$ cat src/rtl/prm_pkg.sv
package prm_pkg;

    localparam int unsigned REG_W = 8;
    localparam int unsigned SEL_W = 2;
    localparam logic ADDR_CTRL  = 1'b0;
    localparam logic ADDR_LATCH = 1'b1;

    typedef struct packed {
        logic [SEL_W-1:0] win;
        logic             pol;
        logic             src;
    } ctrl_t;

    // Register image: src at bit 0, pol at bit 1, window code at 4:3
    function automatic logic [REG_W-1:0] ctrl_to_bus(ctrl_t c);
        logic [REG_W-1:0] b;
        b      = '0;
        b[0]   = c.src;
        b[1]   = c.pol;
        b[4:3] = c.win;
        return b;
    endfunction

    function automatic ctrl_t bus_to_ctrl(logic [REG_W-1:0] b);
        ctrl_t c;
        c.src = b[0];
        c.pol = b[1];
        c.win = b[4:3];
        return c;
    endfunction

endpackage

$ cat src/rtl/prm_edge_sync.sv
module prm_edge_sync #(
    parameter int unsigned NUM_IN = 2,
    parameter int unsigned STAGES = 2
) (
    input  logic              clk,
    input  logic              rst_n,
    input  logic [NUM_IN-1:0] pin_async,
    output logic [NUM_IN-1:0] rise,
    output logic [NUM_IN-1:0] fall
);
    // STAGES synchroniser flops plus one history flop per input
    localparam int unsigned CHAIN = STAGES + 1;

    for (genvar i = 0; i < NUM_IN; i++) begin : g_in
        logic [CHAIN-1:0] chain_d, chain_q;

        always_comb begin
            chain_d = {chain_q[CHAIN-2:0], pin_async[i]};
        end

        always_ff @(posedge clk) begin
            if (!rst_n) chain_q <= '0;
            else        chain_q <= chain_d;
        end

        assign rise[i] =  chain_q[CHAIN-2] & ~chain_q[CHAIN-1];
        assign fall[i] = ~chain_q[CHAIN-2] &  chain_q[CHAIN-1];
    end

endmodule

$ cat src/rtl/prm_window_timer.sv
module prm_window_timer #(
    parameter int unsigned BASE_CYCLES = 32768,
    parameter int unsigned SEL_W       = 2
) (
    input  logic             clk,
    input  logic             rst_n,
    input  logic             restart,
    input  logic [SEL_W-1:0] win_sel,
    output logic             win_end
);
    localparam int unsigned PRE_W     = (BASE_CYCLES > 1) ? $clog2(BASE_CYCLES) : 1;
    localparam int unsigned MAX_TICKS = 1 << ((1 << SEL_W) - 1);
    localparam int unsigned TICK_W    = $clog2(MAX_TICKS);
    localparam logic [PRE_W-1:0] PRE_LAST = PRE_W'(BASE_CYCLES - 1);

    typedef struct packed {
        logic [PRE_W-1:0]  pre;
        logic [TICK_W-1:0] ticks;
    } tmr_state_t;

    tmr_state_t        s_d, s_q;
    logic [TICK_W-1:0] tick_last;
    logic              base_tick;

    // Window = 2^win_sel base ticks; restart zeroes both stages
    always_comb begin
        tick_last = TICK_W'((32'd1 << win_sel) - 32'd1);
        base_tick = (s_q.pre == PRE_LAST);
        win_end   = base_tick && (s_q.ticks == tick_last);
        s_d       = s_q;
        if (restart) begin
            s_d = '0;
        end else if (base_tick) begin
            s_d.pre   = '0;
            s_d.ticks = win_end ? '0 : s_q.ticks + TICK_W'(1);
        end else begin
            s_d.pre = s_q.pre + PRE_W'(1);
        end
    end

    always_ff @(posedge clk) begin
        if (!rst_n) s_q <= '0;
        else        s_q <= s_d;
    end

endmodule

$ cat src/rtl/prm_sat_counter.sv
module prm_sat_counter #(
    parameter int unsigned CNT_W = 8
) (
    input  logic             clk,
    input  logic             rst_n,
    input  logic             restart,
    input  logic             win_end,
    input  logic             edge_hit,
    output logic [CNT_W-1:0] count,
    output logic [CNT_W-1:0] latch
);
    typedef struct packed {
        logic [CNT_W-1:0] count;
        logic [CNT_W-1:0] latch;
    } cnt_state_t;

    cnt_state_t       s_d, s_q;
    logic [CNT_W-1:0] bumped;

    always_comb begin
        // Clamp at all-ones instead of wrapping
        bumped = (&s_q.count) ? s_q.count : s_q.count + CNT_W'(edge_hit);
        s_d    = s_q;
        if (restart) begin
            s_d.count = '0;              // result kept
        end else if (win_end) begin
            s_d.latch = bumped;
            s_d.count = '0;
        end else begin
            s_d.count = bumped;
        end
    end

    always_ff @(posedge clk) begin
        if (!rst_n) s_q <= '0;
        else        s_q <= s_d;
    end

    assign count = s_q.count;
    assign latch = s_q.latch;

endmodule

$ cat src/rtl/pulse_rate_meter.sv
module pulse_rate_meter #(
    parameter int unsigned CLK_KHZ     = 32000,
    parameter int unsigned SYNC_STAGES = 2
) (
    input  logic       clk,
    input  logic       rst_n,
    input  logic       sense_a,
    input  logic       sense_b,
    input  logic       wr_en,
    input  logic       addr,
    input  logic [7:0] wdata,
    output logic [7:0] rdata
);
    import prm_pkg::*;

    localparam int unsigned NUM_SRC     = 2;
    localparam int unsigned BASE_CYCLES = (CLK_KHZ * 1024) / 1000;

    typedef struct packed {
        ctrl_t ctrl;
    } top_state_t;

    top_state_t         s_d, s_q;
    ctrl_t              wr_ctrl;
    logic               ctrl_wr;
    logic               restart;
    logic               edge_hit;
    logic               win_end;
    logic [NUM_SRC-1:0] rise, fall;
    logic [REG_W-1:0]   cnt_now, latch_val;

    prm_edge_sync #(.NUM_IN(NUM_SRC), .STAGES(SYNC_STAGES)) u_sync (
        .clk      (clk),
        .rst_n    (rst_n),
        .pin_async({sense_b, sense_a}),
        .rise     (rise),
        .fall     (fall)
    );

    prm_window_timer #(.BASE_CYCLES(BASE_CYCLES), .SEL_W(SEL_W)) u_timer (
        .clk    (clk),
        .rst_n  (rst_n),
        .restart(restart),
        .win_sel(s_q.ctrl.win),
        .win_end(win_end)
    );

    prm_sat_counter #(.CNT_W(REG_W)) u_count (
        .clk     (clk),
        .rst_n   (rst_n),
        .restart (restart),
        .win_end (win_end),
        .edge_hit(edge_hit),
        .count   (cnt_now),
        .latch   (latch_val)
    );

    always_comb begin
        wr_ctrl  = bus_to_ctrl(wdata);
        ctrl_wr  = wr_en && (addr == ADDR_CTRL);
        restart  = ctrl_wr && (wr_ctrl != s_q.ctrl);
        s_d      = s_q;
        if (ctrl_wr) s_d.ctrl = wr_ctrl;
        // Source select and polarity select
        edge_hit = s_q.ctrl.pol ? rise[s_q.ctrl.src] : fall[s_q.ctrl.src];
        rdata    = (addr == ADDR_LATCH) ? latch_val : ctrl_to_bus(s_q.ctrl);
    end

    always_ff @(posedge clk) begin
        if (!rst_n) s_q <= '0;
        else        s_q <= s_d;
    end

endmodule

$ cat config.mk
export PLATFORM = sky130hd
export DESIGN_NAME = pulse_rate_meter
export DESIGN_NICKNAME = d
export VERILOG_FILES = /design/src/rtl/prm_pkg.sv /design/src/rtl/prm_edge_sync.sv /design/src/rtl/prm_window_timer.sv /design/src/rtl/prm_sat_counter.sv /design/src/rtl/pulse_rate_meter.sv
export SDC_FILE = /design/constraint.sdc
export NUM_CORES = 1
export LEC_CHECK = 0
export CORE_AREA = 2 2 68 70
export DETAILED_ROUTE_END_ITERATION = 8
export DIE_AREA = 0 0 70 72
export GPL_TIMING_DRIVEN = 1
export PLACE_DENSITY = 0.75
export SYNTH_ARGS = -nofsm -noshare
export SYNTH_HDL_FRONTEND = slang
export SYNTH_SLANG_ARGS = --single-unit
$ cat constraint.sdc
create_clock -name clk -period 2.1 [get_ports clk]
set_input_delay 0.42 -clock clk [delete_from_list [all_inputs] [get_ports clk]]
set_output_delay 0.42 -clock clk [all_outputs]
set_load 0.1 [all_outputs]
==> impl_metrics.json, run 1 <==
{
  "cts_hold_buf": 0,
  "grt.overflow.total": 0,
  "p_int_uw": 1180,
  "core-area_um2": 4260,
  "cts_root_buf": "clkbuf_8",
  "synth.avg_cell_area_um2": 9.00,
  "syn_area_um2": 2070,
  "dieHeight_um": 72,
  "start_kind": "input pin",
  "cp-end-kind": "output port",
  "cp.arrival_ps": 1560,
  "place_worst_setup_slack_ps": -11.7,
  "slew_headroom_pct": 53.1,
  "finalClockSkew_ps": 7.40,
  "p_leak_uw": 0.00100,
  "yosysMostFrequentCell": "dfxtp_1",
  "grt_antenna_before_repair": 0,
  "final.min_clock_period_ps": 1980,
  "instances_no_fill": 314,
  "postSynth.asyncResetShare_pct": 0,
  "drc": 0,
  "switchingPower_uw": 354,
  "start_util_pct": 48.6,
  "yosysUniqueCellTypes": 42,
  "p_comb_share_pct": 8.9,
  "drv_cap": 0,
  "slew_viol_final": 0,
  "grt_max_degree": 16,
  "via_per_inst": 5.31,
  "pwr-share-seq_pct": 56.0,
  "area_delta_synth_final_pct": 24.3,
  "synth_seq_area_share_pct": 42.5,
  "finalNetCount": 279,
  "min_path_type": "register to register",
  "design_power_total_uw": 1530,
  "finalWirelength_mm": 3.76,
  "grt_usage_pct": 15.9,
  "synth_ff_type": "dfxtp_1",
  "ir_drop_v": 0.000477,
  "run_status": "completed",
  "post_cts_buffers": 0,
  "fillers": 363,
  "dp.cells": 306,
  "grt_pass1_vias": 1645,
  "ys_warn_count": 0,
  "dr.pass1.iters": 4,
  "grt_pass1_wl_mm": 6.56,
  "fin_crit_sh_pct": 94.3,
  "clock-sinks": 44,
  "drive_gt1_share_pct": 16.8,
  "cts_htree_levels": 2,
  "crit_required_ps": 1680,
  "max_freq_mhz": 505,
  "wl_met1_mm": 1.78,
  "wl_met2_mm": 1.79,
  "vias": 1666,
  "setup_tns_ps": 0,
  "crit_type": "input pin to output port",
  "io_buffers": 17,
  "drt_iter0_drc": 72,
  "hold_viol_final": 0,
  "p_sw_share_pct": 23.1,
  "fin_ws_ps": 119,
  "setup_violations": 0,
  "clk-insertion-delay-late_ps": 290,
  "synth_top_area_share_pct": 42.5,
  "syn-instance-count": 230,
  "wl_per_cell_um": 12.0,
  "fin_util_pct": 60.4,
  "synth_common_cells": "44 x dfxtp_1, 25 x nor2_1, 22 x nand2_1, 12 x mux2i_1, 12 x nor3_1",
  "ys_seq_elements": 44,
  "syn-num-nets": 248,
  "synthTopCellsByArea": "dfxtp_1 43%, mux2i_1 5.8%, xnor2_1 4.7%",
  "worstPathMaxFanout": 9,
  "tightest_slew_ps": 686,
  "max-clock-path-buffers": 2,
  "io_pins": 22,
  "synth_edf_count": 0,
  "highest_layer": "met4",
  "die_area_um2": 5040,
  "synth_top_cell_by_area": "dfxtp_1",
  "path_clk_slew_ps": 80,
  "power.density_nw_per_um2": 596,
  "num_rows": 24,
  "routabilityCongestion": 0.808,
  "wl_met3_um": 151,
  "chipWidth_um": 70,
  "dp_hpwl_mm": 2.80,
  "cts_buffers": 5,
  "antenna_cells": 0,
  "cts_tree": "built",
  "pwr-share-clk_pct": 35.1,
  "ant_nets": 0,
  "rsz0062_at_grt": "false"
}
-- cells by family after synthesis --
kind of cell,count (synthesis),share of synthesized area (%)
simple gates,108,27.6
mux,16,7.98
fa+ha+maj,4,2.42
xor+xnor,20,8.46
compound gates,24,8.34
flops,44,42.5
buf+inv,14,2.66
-- per-stage QoR --
step / hold WS (ps) / instance area (um2)
after floorplan: 412 / 2070
after global placement: 414 / 2470
after detailed placement: 422 / 2470
after CTS: 446 / 2560
after global routing: 483 / 2570
final: 442 / 2570
-- worst paths after layout --
kind,startpoint,end,slack (ps),depth (start not counted)
setup / recovery,addr,rdata[4],120,4
hold / removal,u_sync.g_in[1].chain_q[0],u_sync.g_in[1].chain_q[1],440,1
setup reg to reg,u_timer.s_q[4],u_timer.s_q[0],170,5
hold reg to reg,u_sync.g_in[1].chain_q[0],u_sync.g_in[1].chain_q[1],440,1
-- power by group through the flow --
stage	combinational (uW)	sequential, uW	clock (uW)
finish	137	859	538
global route	149	862	583
CTS	138	859	560
detailed placement	137	879	0
global placement	136	878	0
floorplan	79.7	876	0
-- layer usage --
| layer | global-route usage (%) | up-vias |
|---|---|---|
| li1 | - | 874 |
| met1 | 17.9 | 760 |
| met2 | 29.2 | 26 |
| met3 | 3.33 | 6 |
| met4 | 6.62 | 0 |
| met5 | 0 | - |
-- final cells by class --
cell class | count | area (um2) | share of cell area (%)
well taps | 52 | 65.1 | 2.53
inverters | 5 | 18.8 | 0.729
repair buffers | 33 | 370 | 14.4
flip-flops and latches | 44 | 882 | 34.3
multi-input cells | 172 | 1140 | 44.4
clock buffers | 7 | 86.3 | 3.35
clock inverters | 1 | 7.51 | 0.292
-- state kept, by name (all words and copies together), names as in the netlist --
signal / count
u_count.latch: 8
u_sync.g_in.chain_q: 6
u_timer.s_q: 18
s_q: 4
u_count.count: 8
-- critical path, stage by stage --
cell	delay, ps
clkdlybuf4s50_1	460
buf_4	150
mux2_2	360
buf_12	170
-- repair_timing --
action | 4_1_cts | 5_1_grt
endpoints found under the setup margin | 0 | 7
gates resized for setup | 0 | 4
endpoints found under the hold margin | 0 | 0
-- layout by cell type, fill, tap and decap left out, types with 3 or more instances in the layout --
master	n
mux2_2	4
o21ai_0	7
a21oi_1	4
clkdlybuf4s50_1	9
ha_1	4
and4_1	3
nor3_1	12
and2_1	10
xor2_1	9
nand4_1	7
nor2b_1	6
mux2i_1	12
xnor2_1	11
nor4_1	5
nand2_1	22
nor2_1	25
nand3_1	7
buf_4	16
dfxtp_1	43
buf_12	8
inv_1	5
clkbuf_8	6
Power figures use the tool's default switching activity.
==> run 2: changes to the inputs <==
--- a/config.mk
+++ b/config.mk
@@ -10,6 +10,7 @@
 export DIE_AREA = 0 0 70 72
 export GPL_TIMING_DRIVEN = 1
 export PLACE_DENSITY = 0.75
+export REMOVE_ABC_BUFFERS = 1
 export SYNTH_ARGS = -nofsm -noshare
 export SYNTH_HDL_FRONTEND = slang
 export SYNTH_SLANG_ARGS = --single-unit
==> run 2 against run 1 <==
Effect of this change:
- sequential share of layout area fell by 0.28 points
- largest power group unchanged
- register-to-register slack got worse by 70 ps
- clock skew is essentially flat
- critical path type unchanged
- largest cell class unchanged
==> impl_metrics.json, run 2 (synthesis gave the netlist of run 1 again) <==
{
  "start_kind": "input pin",
  "io_buffers": 17,
  "cts_tree": "built",
  "design_power_total_uw": 1630,
  "area_delta_synth_final_pct": 25.3,
  "cts_buffers": 5,
  "grt_pass1_vias": 1517,
  "path_delay_family": "buffers and inverters",
  "cts_root_buf": "clkbuf_8",
  "cts-resized-gates": 0,
  "setup_violations": 0,
  "cp-end-kind": "output port",
  "via_per_inst": 5.32,
  "finalNetCount": 279,
  "fin_crit_sh_pct": 97.8,
  "ir_drop_v": 0.000349,
  "chipWidth_um": 70,
  "slowest_stage": "clkdlybuf4s50_1",
  "grt_usage_pct": 16.4,
  "place_worst_setup_slack_ps": -30.6,
  "dr.pass1.iters": 4,
  "p_leak_uw": 0.00100,
  "antenna_cells": 0,
  "max_freq_mhz": 487,
  "worstHoldStart": "u_sync.g_in[1].chain_q[0]",
  "min_to": "u_sync.g_in[1].chain_q[1]",
  "cts_htree_levels": 2,
  "finalClockSkew_ps": 7.19,
  "dieHeight_um": 72,
  "crit_required_ps": 1680,
  "max-clock-path-buffers": 2,
  "crit_type": "input pin to output port",
  "slew_viol_final": 0,
  "hold_path_depth": 1,
  "grt_max_degree": 21,
  "ff2ff_path_depth": 10,
  "finalWirelength_mm": 3.82,
  "hold_viol_final": 0,
  "power.density_nw_per_um2": 629,
  "worst-path-buf-inv": 2,
  "cts_hold_buf": 0,
  "clk-insertion-delay-late_ps": 300,
  "wl_per_cell_um": 12.2,
  "io_pins": 22,
  "largest-register": "u_timer.s_q",
  "routabilityCongestion": 0.784,
  "crit_path_cell_trace": "clkdlybuf4s50_1 > mux2_2 > buf_12",
  "post_cts_buffers": 0,
  "ant_nets": 0,
  "start_util_pct": 48.6,
  "path_clk_slew_ps": 80,
  "r2r_slack_ps": 100,
  "drc": 0,
  "grt_pass1_wl_mm": 6.65,
  "multiInputGateArea_um2": 1150,
  "grt_antenna_before_repair": 0,
  "cp.arrival_ps": 1630,
  "dp_hpwl_mm": 2.82,
  "slew_headroom_pct": 55.7,
  "r2r-end": "u_count.latch[6]",
  "core-area_um2": 4260,
  "fin_ws_ps": 46.3,
  "run_status": "completed",
  "worstPathMaxFanout": 7,
  "drive_gt1_share_pct": 17.6,
  "final_cell_mix": "43 x dfxtp_1, 25 x nor2_1, 22 x nand2_1, 16 x buf_4",
  "clock-sinks": 44,
  "layout_commonest_cell": "dfxtp_1",
  "tightest_slew_ps": 648,
  "num_rows": 24,
  "fillers": 366,
  "min_path_type": "register to register",
  "final.min_clock_period_ps": 2050,
  "drv_cap": 0,
  "die_area_um2": 5040,
  "vias": 1672,
  "drt_iter0_drc": 101,
  "regToRegStartpoint": "s_q[1]",
  "seq_area_um2": 882,
  "grt.overflow.total": 0,
  "largest_reg_flops": 18,
  "max_stage_delay_ps": 630
}
[run 2: cell types whose count changed in the layout (fill, tap and decap cells not counted), sizes merged]
cell,change
bufinv,+1
clkbuf,-2
clkinv,+1
[run 2: where the power goes]
group          leakage, uW  switching, uW  internal, uW  total (uW)
logic             0.000591           68.9          64.2         133
clock network    0.0000541            288           352         640
registers         0.000357           12.4           848         860
total              0.00100            369          1260        1630
[run 2: worst max-delay path by stage]
stage               cells after the start                to  slack (ps)      startpoint
floorplan                               5    u_timer.s_q[0]         200  u_timer.s_q[3]
global placement                        7  u_count.count[7]         -30        wdata[4]
detailed placement                      7  u_count.count[7]         -30        wdata[4]
CTS                                    10  u_count.latch[6]          20          s_q[1]
global route                           10  u_count.count[5]         -20          s_q[1]
finish                                  3          rdata[4]          50            addr
[run 2: area by class of cell]
type	instances	area share, %
clock buffers	5	2.65
clock inverters	3	1.64
inverters	5	0.723
multi-input cells	172	44.2
flip-flops and latches	44	34.0
well taps	52	2.51
repair buffers	33	14.3
[run 2: metrics by stage]
stage / hold slack [ps] / setup TNS (ps) / utilization, % / cells / area (um2)
after floorplan: 412 / 0 / - / 221 / 2030
after global placement: 414 / -33.6 / 57.9 / 306 / 2470
after detailed placement: 424 / -30.6 / 57.9 / 306 / 2470
after CTS: 445 / 0 / 60.5 / 314 / 2580
after global routing: 454 / -16.2 / 60.9 / 314 / 2590
final: 439 / 0 / 60.9 / 314 / 2590
[run 2: worst register-to-register path: cells and delay by family (launching register included)]
kind,cells,cell delay [ps]
adder cells (fa/ha/maj),2,430
AO/OA/AOI/OAI,3,530
flip-flops,1,380
AND/OR/NAND/NOR,4,470
multiplexers,1,90
[run 2: routing by layer]
| metal | part of all wire (%) | wire, um | vias up | GRT usage [%] |
|---|---|---|---|---|
| li1 | - | - | 866 | - |
| met4 | 1.7 | 66 | 0 | 7.05 |
| met2 | 46 | 1740 | 24 | 26.0 |
| met1 | 49 | 1870 | 776 | 21.1 |
| met3 | 3.9 | 148 | 6 | 4.72 |
| met5 | 0 | 0 | - | 0 |
